## src/rtl/simd_evt_pkg.sv

```systemverilog
package simd_evt_pkg;

  typedef enum logic {
    MODE_SIMD = 1'b0,
    MODE_FP   = 1'b1
  } mode_e;

  // True when a retired instruction moves the register file to the other class.
  function automatic logic f_crosses(input mode_e cur, input logic valid,
                                     input logic is_simd, input logic is_fp);
    logic only_simd;
    logic only_fp;
    only_simd = is_simd & ~is_fp;
    only_fp   = is_fp & ~is_simd;
    return valid & ((cur == MODE_SIMD) ? only_fp : only_simd);
  endfunction

  function automatic mode_e f_flip(input mode_e cur);
    return (cur == MODE_SIMD) ? MODE_FP : MODE_SIMD;
  endfunction

endpackage

```

## src/rtl/simd_mode_tracker.sv

```systemverilog
module simd_mode_tracker
  import simd_evt_pkg::*;
(
  input  logic clk,
  input  logic rst_n,
  input  logic valid,
  input  logic is_simd,
  input  logic is_fp,
  output logic ev_trans,
  output logic fp_mode
);

  mode_e mode_q;
  logic  cross_now;

  assign cross_now = f_crosses(mode_q, valid, is_simd, is_fp);

  always_ff @(posedge clk or negedge rst_n) begin
    if (!rst_n) begin
      mode_q   <= MODE_SIMD;
      ev_trans <= 1'b0;
    end else begin
      ev_trans <= cross_now;
      if (cross_now) mode_q <= f_flip(mode_q);
    end
  end

  assign fp_mode = (mode_q == MODE_FP);

  AST_TRANS_FLIPS_MODE: assert property (@(posedge clk) disable iff (!rst_n)
    $past(rst_n) && ev_trans |-> fp_mode != $past(fp_mode));

  AST_MODE_HOLDS: assert property (@(posedge clk) disable iff (!rst_n)
    $past(rst_n) && !ev_trans |-> $stable(fp_mode));

  AST_TRANS_NEEDS_ONE_CLASS: assert property (@(posedge clk) disable iff (!rst_n)
    ev_trans |-> $past(valid && (is_simd ^ is_fp)));

endmodule

```

## src/rtl/simd_sat_events.sv

```systemverilog
module simd_sat_events #(
  parameter int LANES = 4
) (
  input  logic             clk,
  input  logic             rst_n,
  input  logic             valid,
  input  logic             is_sat,
  input  logic [LANES-1:0] lane_sat,
  output logic             ev_exec,
  output logic             ev_hit
);

  // Collapse any number of saturated lanes into a single flag.
  function automatic logic f_any_lane(input logic [LANES-1:0] m);
    logic r;
    r = 1'b0;
    for (int i = 0; i < LANES; i++) r = r | m[i];
    return r;
  endfunction

  logic exec_now;
  logic hit_now;

  assign exec_now = valid & is_sat;
  assign hit_now  = exec_now & f_any_lane(lane_sat);

  always_ff @(posedge clk or negedge rst_n) begin
    if (!rst_n) begin
      ev_exec <= 1'b0;
      ev_hit  <= 1'b0;
    end else begin
      ev_exec <= exec_now;
      ev_hit  <= hit_now;
    end
  end

  AST_HIT_NEEDS_EXEC: assert property (@(posedge clk) disable iff (!rst_n)
    ev_hit |-> ev_exec);

  AST_EXEC_FOLLOWS_SAT: assert property (@(posedge clk) disable iff (!rst_n)
    $past(rst_n) && $past(valid && is_sat) |-> ev_exec);

  AST_NO_HIT_CLEAN_LANES: assert property (@(posedge clk) disable iff (!rst_n)
    $past(lane_sat == '0) |-> !ev_hit);

endmodule

```

## src/rtl/simd_emms_event.sv

```systemverilog
module simd_emms_event (
  input  logic clk,
  input  logic rst_n,
  input  logic valid,
  input  logic is_emms,
  output logic ev_emms
);

  logic emms_now;
  assign emms_now = valid & is_emms;

  always_ff @(posedge clk or negedge rst_n) begin
    if (!rst_n) ev_emms <= 1'b0;
    else        ev_emms <= emms_now;
  end

  AST_EMMS_EACH: assert property (@(posedge clk) disable iff (!rst_n)
    $past(rst_n) && $past(valid && is_emms) |-> ev_emms);

endmodule

```

## src/rtl/simd_evt_gen.sv

```systemverilog
module simd_evt_gen #(
  parameter int LANES = 4
) (
  input  logic             clk,
  input  logic             rst_n,
  input  logic             in_valid,
  input  logic             in_simd,
  input  logic             in_fp,
  input  logic             in_sat,
  input  logic [LANES-1:0] in_lane_sat,
  input  logic             in_emms,
  output logic             ev_transition,
  output logic             ev_emms,
  output logic             ev_sat_exec,
  output logic             ev_sat_hit,
  output logic             fp_mode
);

  logic trans_w;
  logic emms_w;
  logic exec_w;
  logic hit_w;
  logic mode_w;

  simd_mode_tracker u_mode (
    .clk     (clk),
    .rst_n   (rst_n),
    .valid   (in_valid),
    .is_simd (in_simd),
    .is_fp   (in_fp),
    .ev_trans(trans_w),
    .fp_mode (mode_w)
  );

  simd_sat_events #(.LANES(LANES)) u_sat (
    .clk     (clk),
    .rst_n   (rst_n),
    .valid   (in_valid),
    .is_sat  (in_sat),
    .lane_sat(in_lane_sat),
    .ev_exec (exec_w),
    .ev_hit  (hit_w)
  );

  simd_emms_event u_emms (
    .clk    (clk),
    .rst_n  (rst_n),
    .valid  (in_valid),
    .is_emms(in_emms),
    .ev_emms(emms_w)
  );

  assign ev_transition = trans_w;
  assign ev_emms       = emms_w;
  assign ev_sat_exec   = exec_w;
  assign ev_sat_hit    = hit_w;
  assign fp_mode       = mode_w;

  AST_IDLE_NO_STROBE: assert property (@(posedge clk) disable iff (!rst_n)
    !$past(in_valid) |-> !(trans_w || emms_w || exec_w || hit_w));

  AST_IDLE_MODE_STABLE: assert property (@(posedge clk) disable iff (!rst_n)
    $past(rst_n) && !$past(in_valid) |-> $stable(mode_w));

endmodule

```

## config.mk

```make
export PLATFORM = sky130hd
export DESIGN_NAME = simd_evt_gen
export DESIGN_NICKNAME = d
export VERILOG_FILES = /design/src/rtl/simd_evt_pkg.sv /design/src/rtl/simd_mode_tracker.sv /design/src/rtl/simd_sat_events.sv /design/src/rtl/simd_emms_event.sv /design/src/rtl/simd_evt_gen.sv
export SDC_FILE = /design/constraint.sdc
export NUM_CORES = 1
export LEC_CHECK = 0
export CAP_MARGIN = 20
export CORE_AREA = 2 2 39 41
export DETAILED_ROUTE_END_ITERATION = 12
export DIE_AREA = 0 0 41 43
export GPL_TIMING_DRIVEN = 0
export SLEW_MARGIN = 10
export SYNTH_ARGS = -nofsm -noshare
export SYNTH_HDL_FRONTEND = slang
export SYNTH_HIERARCHICAL = 1
export SYNTH_SLANG_ARGS = --single-unit
```

## constraint.sdc

```tcl
create_clock -name clk -period 1.7 [get_ports clk]
set_input_delay 0.34 -clock clk [delete_from_list [all_inputs] [get_ports clk]]
set_output_delay 0.34 -clock clk [all_outputs]
set_load 0.05 [all_outputs]
```

# After elaboration in Yosys (flattened, before gate mapping)
# Cells that the tools add are included.
# classes
mux	2
bitwise	11
# op_table
op	n
$and 1x1->1	6
$or 1x1->1	3
$mux 1	2
$not 1->1	2
# word_totals
register_bits	5
input_bits	11
out_inout_bits	5

# Depth between registers and ports, before layout
# logic_depth
word_depth	4
mapped_depth	3

# Cells and area by module
# The synthesis kept the hierarchy.
# by_module_without_submodules
mod	instances	cells_each	area_per_inst_um2	seq_area_each_um2
simd_mode_tracker	1	10	93.8	50.0
simd_sat_events	1	4	67.6	50.0
simd_emms_event	1	2	31.3	25.0

# Worst setup path before layout
# Ideal clock, no wire load.
# synth_timing
kind	flip-flop to flip-flop
start	register u_mode.mode_q, in the netlist u_mode/fp_mode
end	register u_mode.ev_trans
setup_time_ns	0.078
t_arrival_ns	0.927
required_time_ns	1.622
setup_slack_ns	0.695
path_stages_with_launch	3
path_buffers	0
synth_period_minus_slack_ns	1.005
cell_sequence	dfrtp_1 > nand3b_1 > a21boi_1
# synth_between
elab_chain_cells	2
# synth_lines
element	line_no	rtl
start, declared	simd_mode_tracker.sv:13	mode_e mode_q;
start signal, assigned	simd_mode_tracker.sv:24	if (cross_now) mode_q <= f_flip(mode_q);
$mux 1	simd_evt_pkg.sv:15	return valid & ((cur == MODE_SIMD) ? only_fp : only_simd);
$and 1x1->1	simd_evt_pkg.sv:15	
via u_mode.cross_now	simd_mode_tracker.sv:14	logic cross_now;
end signal, assigned	simd_mode_tracker.sv:23	ev_trans <= cross_now;
end, declared	simd_mode_tracker.sv:9	output logic ev_trans,
# The timed path passes the listed nets, and every way through them passes these cells.
# A chain may end at the register's enable or synchronous reset.

# Worst setup path after layout
# layout_timing
start	register u_mode.mode_q, in the netlist u_mode/fp_mode
end	output port fp_mode
# layout_rtl
element	line_no	rtl
end, declared	simd_evt_gen.sv:16	output logic fp_mode
# No word-level cell between the ends.

==> results.json <==
{
  "status": "complete, no violations",
  "grt_usage": 0.08157,
  "grt-ovfl-total": 0,
  "fin_crit_ns": 1.503,
  "cts_max_path_buffers": 2,
  "place_inst": 47,
  "wl_um": 509,
  "fin_area_sq_um": 386.6,
  "clock.fmax_ghz": 0.6653,
  "placementRows": 14,
  "syn_nets": 27,
  "crit_buf_inv": 1,
  "cts.htree.levels": 1,
  "insertion_delay_ns": 0.24,
  "grt_max_degree": 6,
  "drive_above_1_share": 0.08571,
  "yosysSeqAreaShare": 0.6494,
  "finalHoldViolCount": 0,
  "ir_worst_vdd_mv": 0.2532,
  "rrSetupSlack_ns": 0.92,
  "final-max-slew-violation-count": 0,
  "holdCritPathClass": "in -> async",
  "worstPathRequired_ns": 1.36,
  "finalSetupViolCount": 0,
  "clkSinkCount": 5,
  "crit_path_max_fanout": 5,
  "post-cts-setup-buffer-count": 0,
  "path_clk_slew_ns": 0.04,
  "power_density_nw_per_um2": 896.7,
  "crit_path_end_kind": "output port",
  "fin_skew_ns": 0.004168,
  "grt_pass1_vias": 199,
  "avgSynthCellArea_sq_um": 12.04,
  "crit_type": "reg -> out",
  "area_growth_syn_to_layout_pct": 100.6,
  "cts_root_buf": "clkbuf_4",
  "io_buffer_count": 15,
  "rsz0062_at_grt": "false",
  "drt-met1-wl_um": 206,
  "drt_iter0_drc": 1,
  "place_area_sq_um": 362.8,
  "maxCapViolations": 0,
  "slowest_delay_ns": 0.54,
  "final_nets": 47,
  "ant_nets": 0,
  "wl_met3_um": 96,
  "yosysUniqueCellTypes": 9,
  "post_drt_wl_per_cell_um": 9.980,
  "diodes": 0,
  "slew_headroom": 0.6660,
  "syn_inst": 16,
  "die_area_sq_um": 1763,
  "tightest_slew_ns": 0.5002,
  "cts_buffers": 3,
  "crit_path_cell_trace": "dlygate4sd2_1",
  "drc": 0,
  "postCtsHoldBufs": 0,
  "num_vias": 198,
  "holdWs_ns": 0.3249,
  "synth_area_sq_um": 192.7,
  "ys_ff_latch": 5,
  "cp_top_family": "buffers and inverters",
  "finalCritPeriodShare": 0.8842,
  "cp_slowest_cell": "dlygate4sd2_1",
  "grt_pass1_wl_um": 876,
  "fp.dieH_um": 43,
  "start_util": 0.1392,
  "finalCoreUtilization": 0.2794,
  "io_pins": 16,
  "die_w_um": 41,
  "antenna_found_initial": 0,
  "wl_met2_um": 189,
  "cts_tree": "built",
  "cp.arrival_ns": 1.16,
  "setup_tns_ns": 0,
  "yosysWarnings": 6,
  "drt-pass1-iter-count": 2,
  "place_congestion": 0.6359,
  "total_leakage_power_nw": 0.1893,
  "finalNonFillerCells": 51,
  "core_sq_um": 1384,
  "highest_layer": "met4",
  "start_kind": "flip-flop",
  "vias_per_cell": 3.882
}
==> worst paths after layout <==
kind / end / depth (start not counted) / start
setup / recovery: fp_mode / 1 / u_mode/fp_mode$_DFFE_PN0P_
hold / removal: u_mode/ev_trans$_DFF_PN0_ / 1 / rst_n
setup reg to reg: u_mode/ev_trans$_DFF_PN0_ / 2 / u_mode/fp_mode$_DFFE_PN0P_
hold reg to reg: u_mode/fp_mode$_DFFE_PN0P_ / 2 / u_mode/fp_mode$_DFFE_PN0P_
max in group asynchronous: u_sat/ev_hit$_DFF_PN0_ / 1 / rst_n
min in group clk: u_mode/fp_mode$_DFFE_PN0P_ / 2 / u_mode/fp_mode$_DFFE_PN0P_
==> logic make-up after synthesis <==
kind of cell           after synthesis  synth area share
buffers and inverters                1           0.01946
AO/OA/AOI/OAI                        4            0.1494
flip-flops                           5            0.6494
AND/OR/NAND/NOR                      6            0.1817
==> registers in the layout, indices dropped and copies added, names as in the netlist <==
register and flops:
u_sat/ev_exec 1, u_mode/ev_trans 1, u_emms/ev_emms 1, u_sat/ev_hit 1
u_mode/fp_mode 1
==> layout make-up <==
cell class | instances | area [sq um]
Clock buffer | 4 | 26.28
Timing Repair Buffer | 15 | 147.6
Inverter | 1 | 3.754
Multi-Input combinational cell | 10 | 63.81
Fill cell | 149 | 997.2
Sequential cell | 5 | 125.1
Tap cell | 16 | 20.02
==> report_power, final <==
group	switching [W]	total (W)	internal, W
logic	0.0000432	0.0000782	0.0000350
registers	0.00000413	0.000131	0.000127
clock network	0.0000484	0.000137	0.0000887
==> cells in the mapped netlist <==
library cell | count | area share
dfrtp_1 | 5 | 0.65
a21oi_1 | 2 | 0.052
and2_1 | 2 | 0.065
nand3b_1 | 2 | 0.078
a21boi_1 | 1 | 0.039
inv_1 | 1 | 0.019
nand2_1 | 1 | 0.019
nor2_1 | 1 | 0.019
o41a_1 | 1 | 0.058
==> stage by stage <==
stage	power, W	setup WS, ns
final	0.0003467	0.1969
after global routing	0.0003709	0.1226
after CTS	0.0003535	0.003230
after detailed placement	0.0002176	0.1659
after global placement	0.0002164	0.1713
after floorplan	0.0001720	0.6953
==> per-layer routing <==
| layer | track usage | vias up |
|---|---|---|
| li1 | - | 93 |
| met2 | 0.09063 | 18 |
| met4 | 0.08000 | 0 |
| met5 | 0 | - |
| met3 | 0.05236 | 2 |
| met1 | 0.09740 | 85 |
==> layout by cell type, fill, tap and decap left out, drive strengths merged <==
master | Yosys | final
a21boi | 1 | 1
nor2 | 1 | 1
o41a | 1 | 1
nand2 | 1 | 1
clkdlybuf4s50 | 0 | 10
clkbuf | 0 | 4
a21oi | 2 | 2
inv | 1 | 1
dlymetal6s2s | 0 | 1
dfrtp | 5 | 5
nand3b | 2 | 2
and2 | 2 | 2
dlygate4sd2 | 0 | 4
==> timing repair <==
| action | in CTS | in global routing |
|---|---|---|
| resized for setup | 4 | 1 |
| setup endpoints to repair | 4 | 1 |
| hold endpoints to repair | 0 | 0 |
No activity file was read; power rests on OpenSTA's default activity.
